[src/rtl/spi_mmap_pkg.sv]
`timescale 1ns/1ps
package spi_mmap_pkg;
  typedef enum logic [1:0] {
    ST_IDLE,
    ST_GAP,
    ST_XFER
  } seq_state_e;
endpackage

[src/rtl/spi_clk_div.sv]
`timescale 1ns/1ps
module spi_clk_div #(
  parameter int HALF_DIV = 2
) (
  input  logic clk_i,
  input  logic rst_ni,
  input  logic en_i,
  output logic tick_o
);
  localparam int CW = (HALF_DIV > 1) ? $clog2(HALF_DIV) : 1;

  logic [CW-1:0] cnt_q;

  assign tick_o = en_i && (cnt_q == CW'(HALF_DIV - 1));

  always_ff @(posedge clk_i or negedge rst_ni) begin
    if (!rst_ni)      cnt_q <= '0;
    else if (!en_i)   cnt_q <= '0;
    else if (tick_o)  cnt_q <= '0;
    else              cnt_q <= cnt_q + 1'b1;
  end
endmodule

[src/rtl/spi_byte_shift.sv]
`timescale 1ns/1ps
module spi_byte_shift (
  input  logic       clk_i,
  input  logic       rst_ni,
  input  logic       load_i,
  input  logic [7:0] tx_i,
  input  logic       tick_i,
  input  logic       miso_i,
  output logic       sclk_o,
  output logic       mosi_o,
  output logic [7:0] rx_o,
  output logic       done_o
);
  logic       active_q, sclk_q;
  logic [7:0] tx_q, rx_q;
  logic [2:0] bit_q;

  assign sclk_o = sclk_q;
  assign mosi_o = active_q & tx_q[7];
  assign rx_o   = rx_q;
  // final falling edge of the byte
  assign done_o = active_q && tick_i && sclk_q && (bit_q == 3'd7);

  always_ff @(posedge clk_i or negedge rst_ni) begin
    if (!rst_ni) begin
      active_q <= 1'b0;
      sclk_q   <= 1'b0;
      tx_q     <= '0;
      rx_q     <= '0;
      bit_q    <= '0;
    end else if (load_i) begin
      active_q <= 1'b1;
      sclk_q   <= 1'b0;
      tx_q     <= tx_i;
      bit_q    <= '0;
    end else if (active_q && tick_i) begin
      if (!sclk_q) begin
        sclk_q <= 1'b1;
        rx_q   <= {rx_q[6:0], miso_i};
      end else begin
        sclk_q <= 1'b0;
        if (bit_q == 3'd7) active_q <= 1'b0;
        else begin
          tx_q  <= {tx_q[6:0], 1'b0};
          bit_q <= bit_q + 3'd1;
        end
      end
    end
  end

  assert_mosi_hold_R8: assert property (@(posedge clk_i) disable iff (!rst_ni)
    sclk_o |-> $stable(mosi_o));
endmodule

[src/rtl/spi_mmap_seq.sv]
`timescale 1ns/1ps
module spi_mmap_seq
  import spi_mmap_pkg::*;
#(
  parameter int ADDR_W      = 32,
  parameter int DATA_W      = 64,
  parameter int FRAME_BYTES = 4,
  parameter int HALF_DIV    = 2
) (
  input  logic              clk_i,
  input  logic              rst_ni,
  input  logic              req_valid_i,
  output logic              req_ready_o,
  input  logic              req_write_i,
  input  logic [ADDR_W-1:0] req_addr_i,
  input  logic [1:0]        req_size_i,
  input  logic [DATA_W-1:0] req_wdata_i,
  output logic              rsp_valid_o,
  output logic [DATA_W-1:0] rsp_rdata_o,
  input  logic [7:0]        cfg_rd_op_i,
  input  logic [7:0]        cfg_wr_op_i,
  input  logic [1:0]        cfg_addr_len_i,
  input  logic [1:0]        cfg_dummy_len_i,
  input  logic              cfg_linear_i,
  output logic              spi_cs_no,
  output logic              spi_sclk_o,
  output logic              spi_mosi_o,
  input  logic              spi_miso_i
);
  localparam int MAX_BYTES = DATA_W / 8;
  localparam int CNT_W     = $clog2(MAX_BYTES + 1);
  localparam int IDX_W     = $clog2(1 + 4 + 3 + FRAME_BYTES + 1);

  seq_state_e        st_q;
  logic              write_q, linear_q, gap_q, rsp_valid_q;
  logic [ADDR_W-1:0] addr_q, frame_addr_q;
  logic [DATA_W-1:0] wdata_q, rdata_q;
  logic [7:0]        opcode_q;
  logic [2:0]        abytes_q;
  logic [1:0]        dummy_q;
  logic [CNT_W-1:0]  total_q, sent_q, flen_q;
  logic [IDX_W-1:0]  idx_q;

  logic              tick, done, load, start_frame, is_data, last_byte;
  logic [7:0]        rx_byte, tx_byte;
  logic [CNT_W-1:0]  sent_nx, remaining, flen_start;
  logic [IDX_W-1:0]  hdr_len, frame_len, nxt_idx, addr_sel;
  logic [ADDR_W+31:0] addr_ext;

  spi_clk_div #(.HALF_DIV(HALF_DIV)) i_div (
    .clk_i, .rst_ni, .en_i(st_q != ST_IDLE), .tick_o(tick)
  );

  spi_byte_shift i_shift (
    .clk_i, .rst_ni, .load_i(load), .tx_i(tx_byte), .tick_i(tick),
    .miso_i(spi_miso_i), .sclk_o(spi_sclk_o), .mosi_o(spi_mosi_o),
    .rx_o(rx_byte), .done_o(done)
  );

  assign req_ready_o = (st_q == ST_IDLE);
  assign rsp_valid_o = rsp_valid_q;
  assign rsp_rdata_o = rdata_q;
  assign spi_cs_no   = (st_q != ST_XFER);

  always_comb begin
    hdr_len     = IDX_W'(1) + IDX_W'(abytes_q) + (write_q ? '0 : IDX_W'(dummy_q));
    frame_len   = hdr_len + IDX_W'(flen_q);
    is_data     = (idx_q >= hdr_len);
    sent_nx     = sent_q + (is_data ? CNT_W'(1) : '0);
    last_byte   = (idx_q + IDX_W'(1)) == frame_len;
    remaining   = total_q - sent_q;
    flen_start  = !linear_q ? CNT_W'(1)
                : (remaining > CNT_W'(FRAME_BYTES)) ? CNT_W'(FRAME_BYTES) : remaining;
    start_frame = (st_q == ST_GAP) && tick && gap_q;
    load        = start_frame || ((st_q == ST_XFER) && done && !last_byte);
    nxt_idx     = start_frame ? '0 : idx_q + IDX_W'(1);
    addr_ext    = {32'b0, frame_addr_q};
    addr_sel    = IDX_W'(abytes_q) - nxt_idx;
    if (nxt_idx == '0)                   tx_byte = opcode_q;
    else if (nxt_idx <= IDX_W'(abytes_q)) tx_byte = addr_ext[8*addr_sel[1:0] +: 8];
    else if (nxt_idx < hdr_len)          tx_byte = 8'h00;
    else if (write_q)                    tx_byte = wdata_q[8*sent_nx +: 8];
    else                                 tx_byte = 8'h00;
  end

  always_ff @(posedge clk_i or negedge rst_ni) begin
    if (!rst_ni) begin
      st_q         <= ST_IDLE;
      write_q      <= 1'b0;
      linear_q     <= 1'b0;
      gap_q        <= 1'b0;
      rsp_valid_q  <= 1'b0;
      addr_q       <= '0;
      frame_addr_q <= '0;
      wdata_q      <= '0;
      rdata_q      <= '0;
      opcode_q     <= '0;
      abytes_q     <= 3'd1;
      dummy_q      <= '0;
      total_q      <= '0;
      sent_q       <= '0;
      flen_q       <= '0;
      idx_q        <= '0;
    end else begin
      rsp_valid_q <= 1'b0;
      unique case (st_q)
        ST_IDLE: if (req_valid_i) begin
          write_q  <= req_write_i;
          addr_q   <= req_addr_i;
          wdata_q  <= req_wdata_i;
          opcode_q <= req_write_i ? cfg_wr_op_i : cfg_rd_op_i;
          abytes_q <= {1'b0, cfg_addr_len_i} + 3'd1;
          dummy_q  <= cfg_dummy_len_i;
          linear_q <= cfg_linear_i;
          total_q  <= CNT_W'(1) << req_size_i;
          sent_q   <= '0;
          rdata_q  <= '0;
          gap_q    <= 1'b0;
          st_q     <= ST_GAP;
        end
        ST_GAP: if (tick) begin
          if (gap_q) begin
            st_q         <= ST_XFER;
            idx_q        <= '0;
            frame_addr_q <= addr_q + ADDR_W'(sent_q);
            flen_q       <= flen_start;
            gap_q        <= 1'b0;
          end else gap_q <= 1'b1;
        end
        ST_XFER: if (done) begin
          if (is_data && !write_q) rdata_q[8*sent_q +: 8] <= rx_byte;
          sent_q <= sent_nx;
          if (last_byte) begin
            if (sent_nx == total_q) begin
              st_q        <= ST_IDLE;
              rsp_valid_q <= 1'b1;
            end else begin
              st_q  <= ST_GAP;
              gap_q <= 1'b0;
            end
          end else idx_q <= idx_q + IDX_W'(1);
        end
        default: st_q <= ST_IDLE;
      endcase
    end
  end

  assert_busy_cs_R11: assert property (@(posedge clk_i) disable iff (!rst_ni)
    !spi_cs_no |-> !req_ready_o);
  assert_accept_busy_R11: assert property (@(posedge clk_i) disable iff (!rst_ni)
    (req_valid_i && req_ready_o) |=> !req_ready_o);
  assert_sclk_in_frame_R2: assert property (@(posedge clk_i) disable iff (!rst_ni)
    spi_sclk_o |-> !spi_cs_no);
  assert_cs_gap_R10: assert property (@(posedge clk_i) disable iff (!rst_ni)
    $rose(spi_cs_no) |=> spi_cs_no);
  assert_rsp_after_frame_R9: assert property (@(posedge clk_i) disable iff (!rst_ni)
    rsp_valid_o |-> $past(!spi_cs_no));
endmodule

[config.mk]
export PLATFORM = sky130hd
export DESIGN_NAME = spi_mmap_seq
export DESIGN_NICKNAME = d
export VERILOG_FILES = /design/src/rtl/spi_mmap_pkg.sv /design/src/rtl/spi_clk_div.sv /design/src/rtl/spi_byte_shift.sv /design/src/rtl/spi_mmap_seq.sv
export SDC_FILE = /design/constraint.sdc
export NUM_CORES = 1
export LEC_CHECK = 0
export ABC_AREA = 1
export BUFFER_PORTS_ARGS = -buffer_cell sky130_fd_sc_hd__clkbuf_2
export CAP_MARGIN = 20
export CELL_PAD_IN_SITES_DETAIL_PLACEMENT = 0
export CELL_PAD_IN_SITES_GLOBAL_PLACEMENT = 1
export CORE_ASPECT_RATIO = 1.1
export CORE_MARGIN = 2
export CORE_UTILIZATION = 45
export CTS_CLUSTER_DIAMETER = 50
export DETAILED_ROUTE_END_ITERATION = 16
export PLACE_DENSITY_LB_ADDON = 0.1
export SYNTH_ARGS = -nofsm -noshare
export SYNTH_HDL_FRONTEND = slang
export SYNTH_SLANG_ARGS = --single-unit
[constraint.sdc]
create_clock -name clk_i -period 6.54 [get_ports clk_i]
set_clock_uncertainty 0.2 [all_clocks]
set_input_delay 1.308 -clock clk_i [delete_from_list [all_inputs] [get_ports clk_i]]
set_output_delay 1.308 -clock clk_i [all_outputs]
set_load 0.02 [all_outputs]
==> reports/summary.md <==
### Floorplanning
- **core area** 29560 µm²
- **number of ports placed on the die boundary** 193
- **number of core rows** 66
- **vertical die dimension** 185.5 µm
- **Die Footprint** 31360 µm²
- **die width** 169.0 µm
- **Initial Util** 0.4561

### Yosys
- **post-synthesis area per instance** 7.437 µm²
- **area of the mapped netlist** 13480 µm²
- **number of synthesized register bits** 249
- **number of distinct library cells after synthesis** 39
- **Post-Synthesis Cells** 1813
- **synthesized net count** 1973
- **yosys synthesis warning count** 0
- **Seq/Total Area, Yosys** 0.4622

### Power and ir drop
- **peak ir drop on the vdd network** 277.1 µV
- **total power** 7.020 mW
- **Pwr per Cell Area** 449.8 nW/µm²
- **power share of the sequential group** 0.344
- **net switching power** 3.041 mW
- **Int Pwr** 3.980 mW
- **Clock power frac** 0.236
- **combinational share of power** 0.419
- **fraction of power spent switching nets** 0.4331
- **leak pwr** 8.142 nW

### Placement
- **total placed instance area** 14600 µm²
- **number of cells in the design after placement** 2311
- **final weighted congestion in routability-driven placement** 0.9253
- **Detailed Place HPWL** 28520 µm
- **I/O Buffers** 192

### Worst setup path
- **largest fanout of any net on the critical path** 50
- **arrival time worst endpoint** 4780 ps
- **CP Launch Type** flip-flop
- **required time worst endpoint** 6760 ps
- **Critical Path Sink Type** flip-flop
- **type of the worst setup path** reg2reg

### Clock tree
- **number of buffers inserted by post-CTS setup repair** 0
- **maximum buffer depth of the clock tree** 3
- **hold bufs inserted after CTS** 0
- **number of buffers added by the clock tree synthesis step** 30
- **worst skew pair latency** 560 ps
- **Clk pin slew, worst setup/hold paths** 60 ps
- **clock tree from TritonCTS** built
- **CTS H-tree lvls** 1
- **Clock Sink Count** 249
- **post_cts resized** 0
- **root buf cell** sky130_fd_sc_hd__clkbuf_16

### Timing
- **post-route worst hold slack** 270.1 ps
- **post-route clock period utilization** 0.6981
- **number of max-slew violations in the final report** 0
- **time the worst path needs with I/O delays and setup** 4565 ps
- **total count of hold-check failures in the final report** 0
- **unrepaired setup endpoints after global routing** no
- **final setup TNS** 0 ps
- **# setup viols final** 0
- **transition at the pin with the smallest max-transition slack** 1019 ps
- **Slew Limit Headroom** 0.3207
- **achievable frequency** 219.0 MHz

### GRT
- **number of antenna violations at the first check in global routing** 1
- **largest net degree at the start of global routing** 135
- **Total GRT Usage** 0.2493
- **via count of the first global-routing pass** 11870
- **wire length of the first global-routing pass** 62190 µm
- **Remaining Overflow, GRT** 0

### Routing
- **number of detailed-routing iterations run before antenna repair** 6
- **final routed wirelength across all metal layers** 38400 µm
- **post-DR vias/cell** 5.095
- **antenna-violating nets left** 0
- **Iter 0 DRT Violations** 740
- **WL/cell** 16.22 µm
- **remaining design rule violation count** 0
- **total number of vias** 12070

### Layout
- **fin cells** 2368
- **final-stage net count** 2129
- **area growth from synthesis to layout** 15.76%
- **share of final-layout standard cells stronger than drive strength 1** 0.1455
- **Layout fillers** 3000
- **final design area excluding fillers** 15610 µm²

### Status
- **run status** finished clean

### Job
- **reported max-cap violation count** 0

### Worst hold path
- **classification of the worst-slack hold path** reg2reg

[registers in the layout (all words and copies together) (netlist names)]
name	cells
i_shift.rx_o	8
dummy_q	2
addr_q	32
i_shift.tx_q	8
opcode_q	8
i_shift.active_q	1
frame_addr_q	32
st_q	2
linear_q	1
write_q	1
flen_q	4
sent_q	4
abytes_q	3
i_shift.sclk_o	1
rsp_rdata_o	64
total_q	4
rsp_valid_o	1
i_shift.bit_q	3
gap_q	1
wdata_q	64
i_div.cnt_q	1
idx_q	4
[final cells by class]
cell class / count / area, µm² / area share
multi-input cells: 1309 / 6183 / 0.3962
clock inverters: 15 / 142.6 / 0.009139
well taps: 374 / 467.9 / 0.02998
repair buffers: 200 / 1044 / 0.06686
inverters: 179 / 671.9 / 0.04305
clock buffers: 41 / 863.3 / 0.05531
flip-flops and latches: 249 / 6232 / 0.3993
diodes: 1 / 2.502 / 0.0001603
[Yosys cell counts (all sizes together)]
library cell	n	area (µm²)
a21oi	8	40.04
a22o	1	8.760
a22oi	1	7.510
a31oi	6	37.54
and2	1	6.260
and3b	1	8.760
buf	44	276.5
clkbuf	32	121.4
clkinv	4	15.01
dfrtp	248	6206
dfstp	1	26.28
fa	4	80.08
ha	32	400.4
inv	175	656.9
nand2	678	2572
nand3	119	625.6
nand3b	7	52.55
nand4	89	556.8
nor2	166	680.7
nor3	16	95.09
nor4	2	12.51
o211ai	9	67.56
o21ai	143	715.7
o22ai	2	12.51
or2	4	25.02
xnor2	5	43.79
xor2	15	131.4
[cell families after synthesis]
family,Yosys count,synth area share
AOI/OAI and AO/OA,170,0.06598
xor gates and xnor gates,20,0.01299
adders and majority gates,36,0.03563
buffers and inverters,255,0.07934
DFF,249,0.4622
and+or+nand+nor,1083,0.3438
[worst paths after layout]
| kind | slack (ps) | cells after the start | start | endpoint |
|---|---|---|---|---|
| max | 1970 | 17 | abytes_q[0] | st_q[0] |
| min | 270 | 2 | rsp_rdata_o[12] | rsp_rdata_o[12] |
| max reg2reg | 1970 | 17 | abytes_q[0] | st_q[0] |
| min reg2reg | 270 | 2 | rsp_rdata_o[12] | rsp_rdata_o[12] |
| max in group asynchronous | 4240 | 2 | rst_ni | addr_q[9] |
| min in group asynchronous | 680 | 1 | rst_ni | rsp_rdata_o[14] |
[per-layer routing]
metal / vias up / track usage / share of wire
met2: 272 / 0.4234 / 0.47
met3: 75 / 0.03338 / 0.041
li1: 6127 / - / -
met1: 5592 / 0.3288 / 0.45
met4: 0 / 0.08855 / 0.034
met5: - / 0 / 0
[power groups by stage]
stage	combinational [mW]	sequential [mW]	clock, mW
after floorplan	2.25	2.30	0
after global placement	2.93	2.44	0
after detailed placement	2.97	2.44	0
after CTS	2.98	2.41	1.70
after global routing	3.42	2.48	1.76
final	2.94	2.42	1.66
[layout by cell type, fill, tap and decap left out, drive strengths merged, types with 32 or more instances in the layout]
cell / synthesis / final
ha: 32 / 32
dfrtp: 248 / 248
nand3: 119 / 119
nor2: 166 / 166
nand4: 89 / 89
nand2: 678 / 678
inv: 175 / 175
clkbuf: 32 / 232
o21ai: 143 / 143
[stage by stage]
step	worst slack, ps	utilization
finish	1975	0.5279
global route	1554	0.5278
CTS	2000	0.5278
detailed placement	2007	0.4938
global placement	2145	0.4938
floorplan	2846	-
[worst max-delay path, cell delays in order, from the launching register on]
cell and delay [ps]:
sky130_fd_sc_hd__dfstp_2 540, sky130_fd_sc_hd__inv_1 60, sky130_fd_sc_hd__ha_1 220, sky130_fd_sc_hd__fa_1 610, sky130_fd_sc_hd__ha_1 270, sky130_fd_sc_hd__o21ai_0 80, sky130_fd_sc_hd__nand3b_1 100, sky130_fd_sc_hd__nand3_1 70
sky130_fd_sc_hd__nand2_1 100, sky130_fd_sc_hd__ha_1 290, sky130_fd_sc_hd__buf_4 410, sky130_fd_sc_hd__clkinv_1 600, sky130_fd_sc_hd__nand2_1 200, sky130_fd_sc_hd__nand4_1 100, sky130_fd_sc_hd__nor2_1 190, sky130_fd_sc_hd__nand2_1 100
sky130_fd_sc_hd__o21ai_0 170, sky130_fd_sc_hd__o21ai_0 120
No activity file was read; power rests on OpenSTA's default activity.
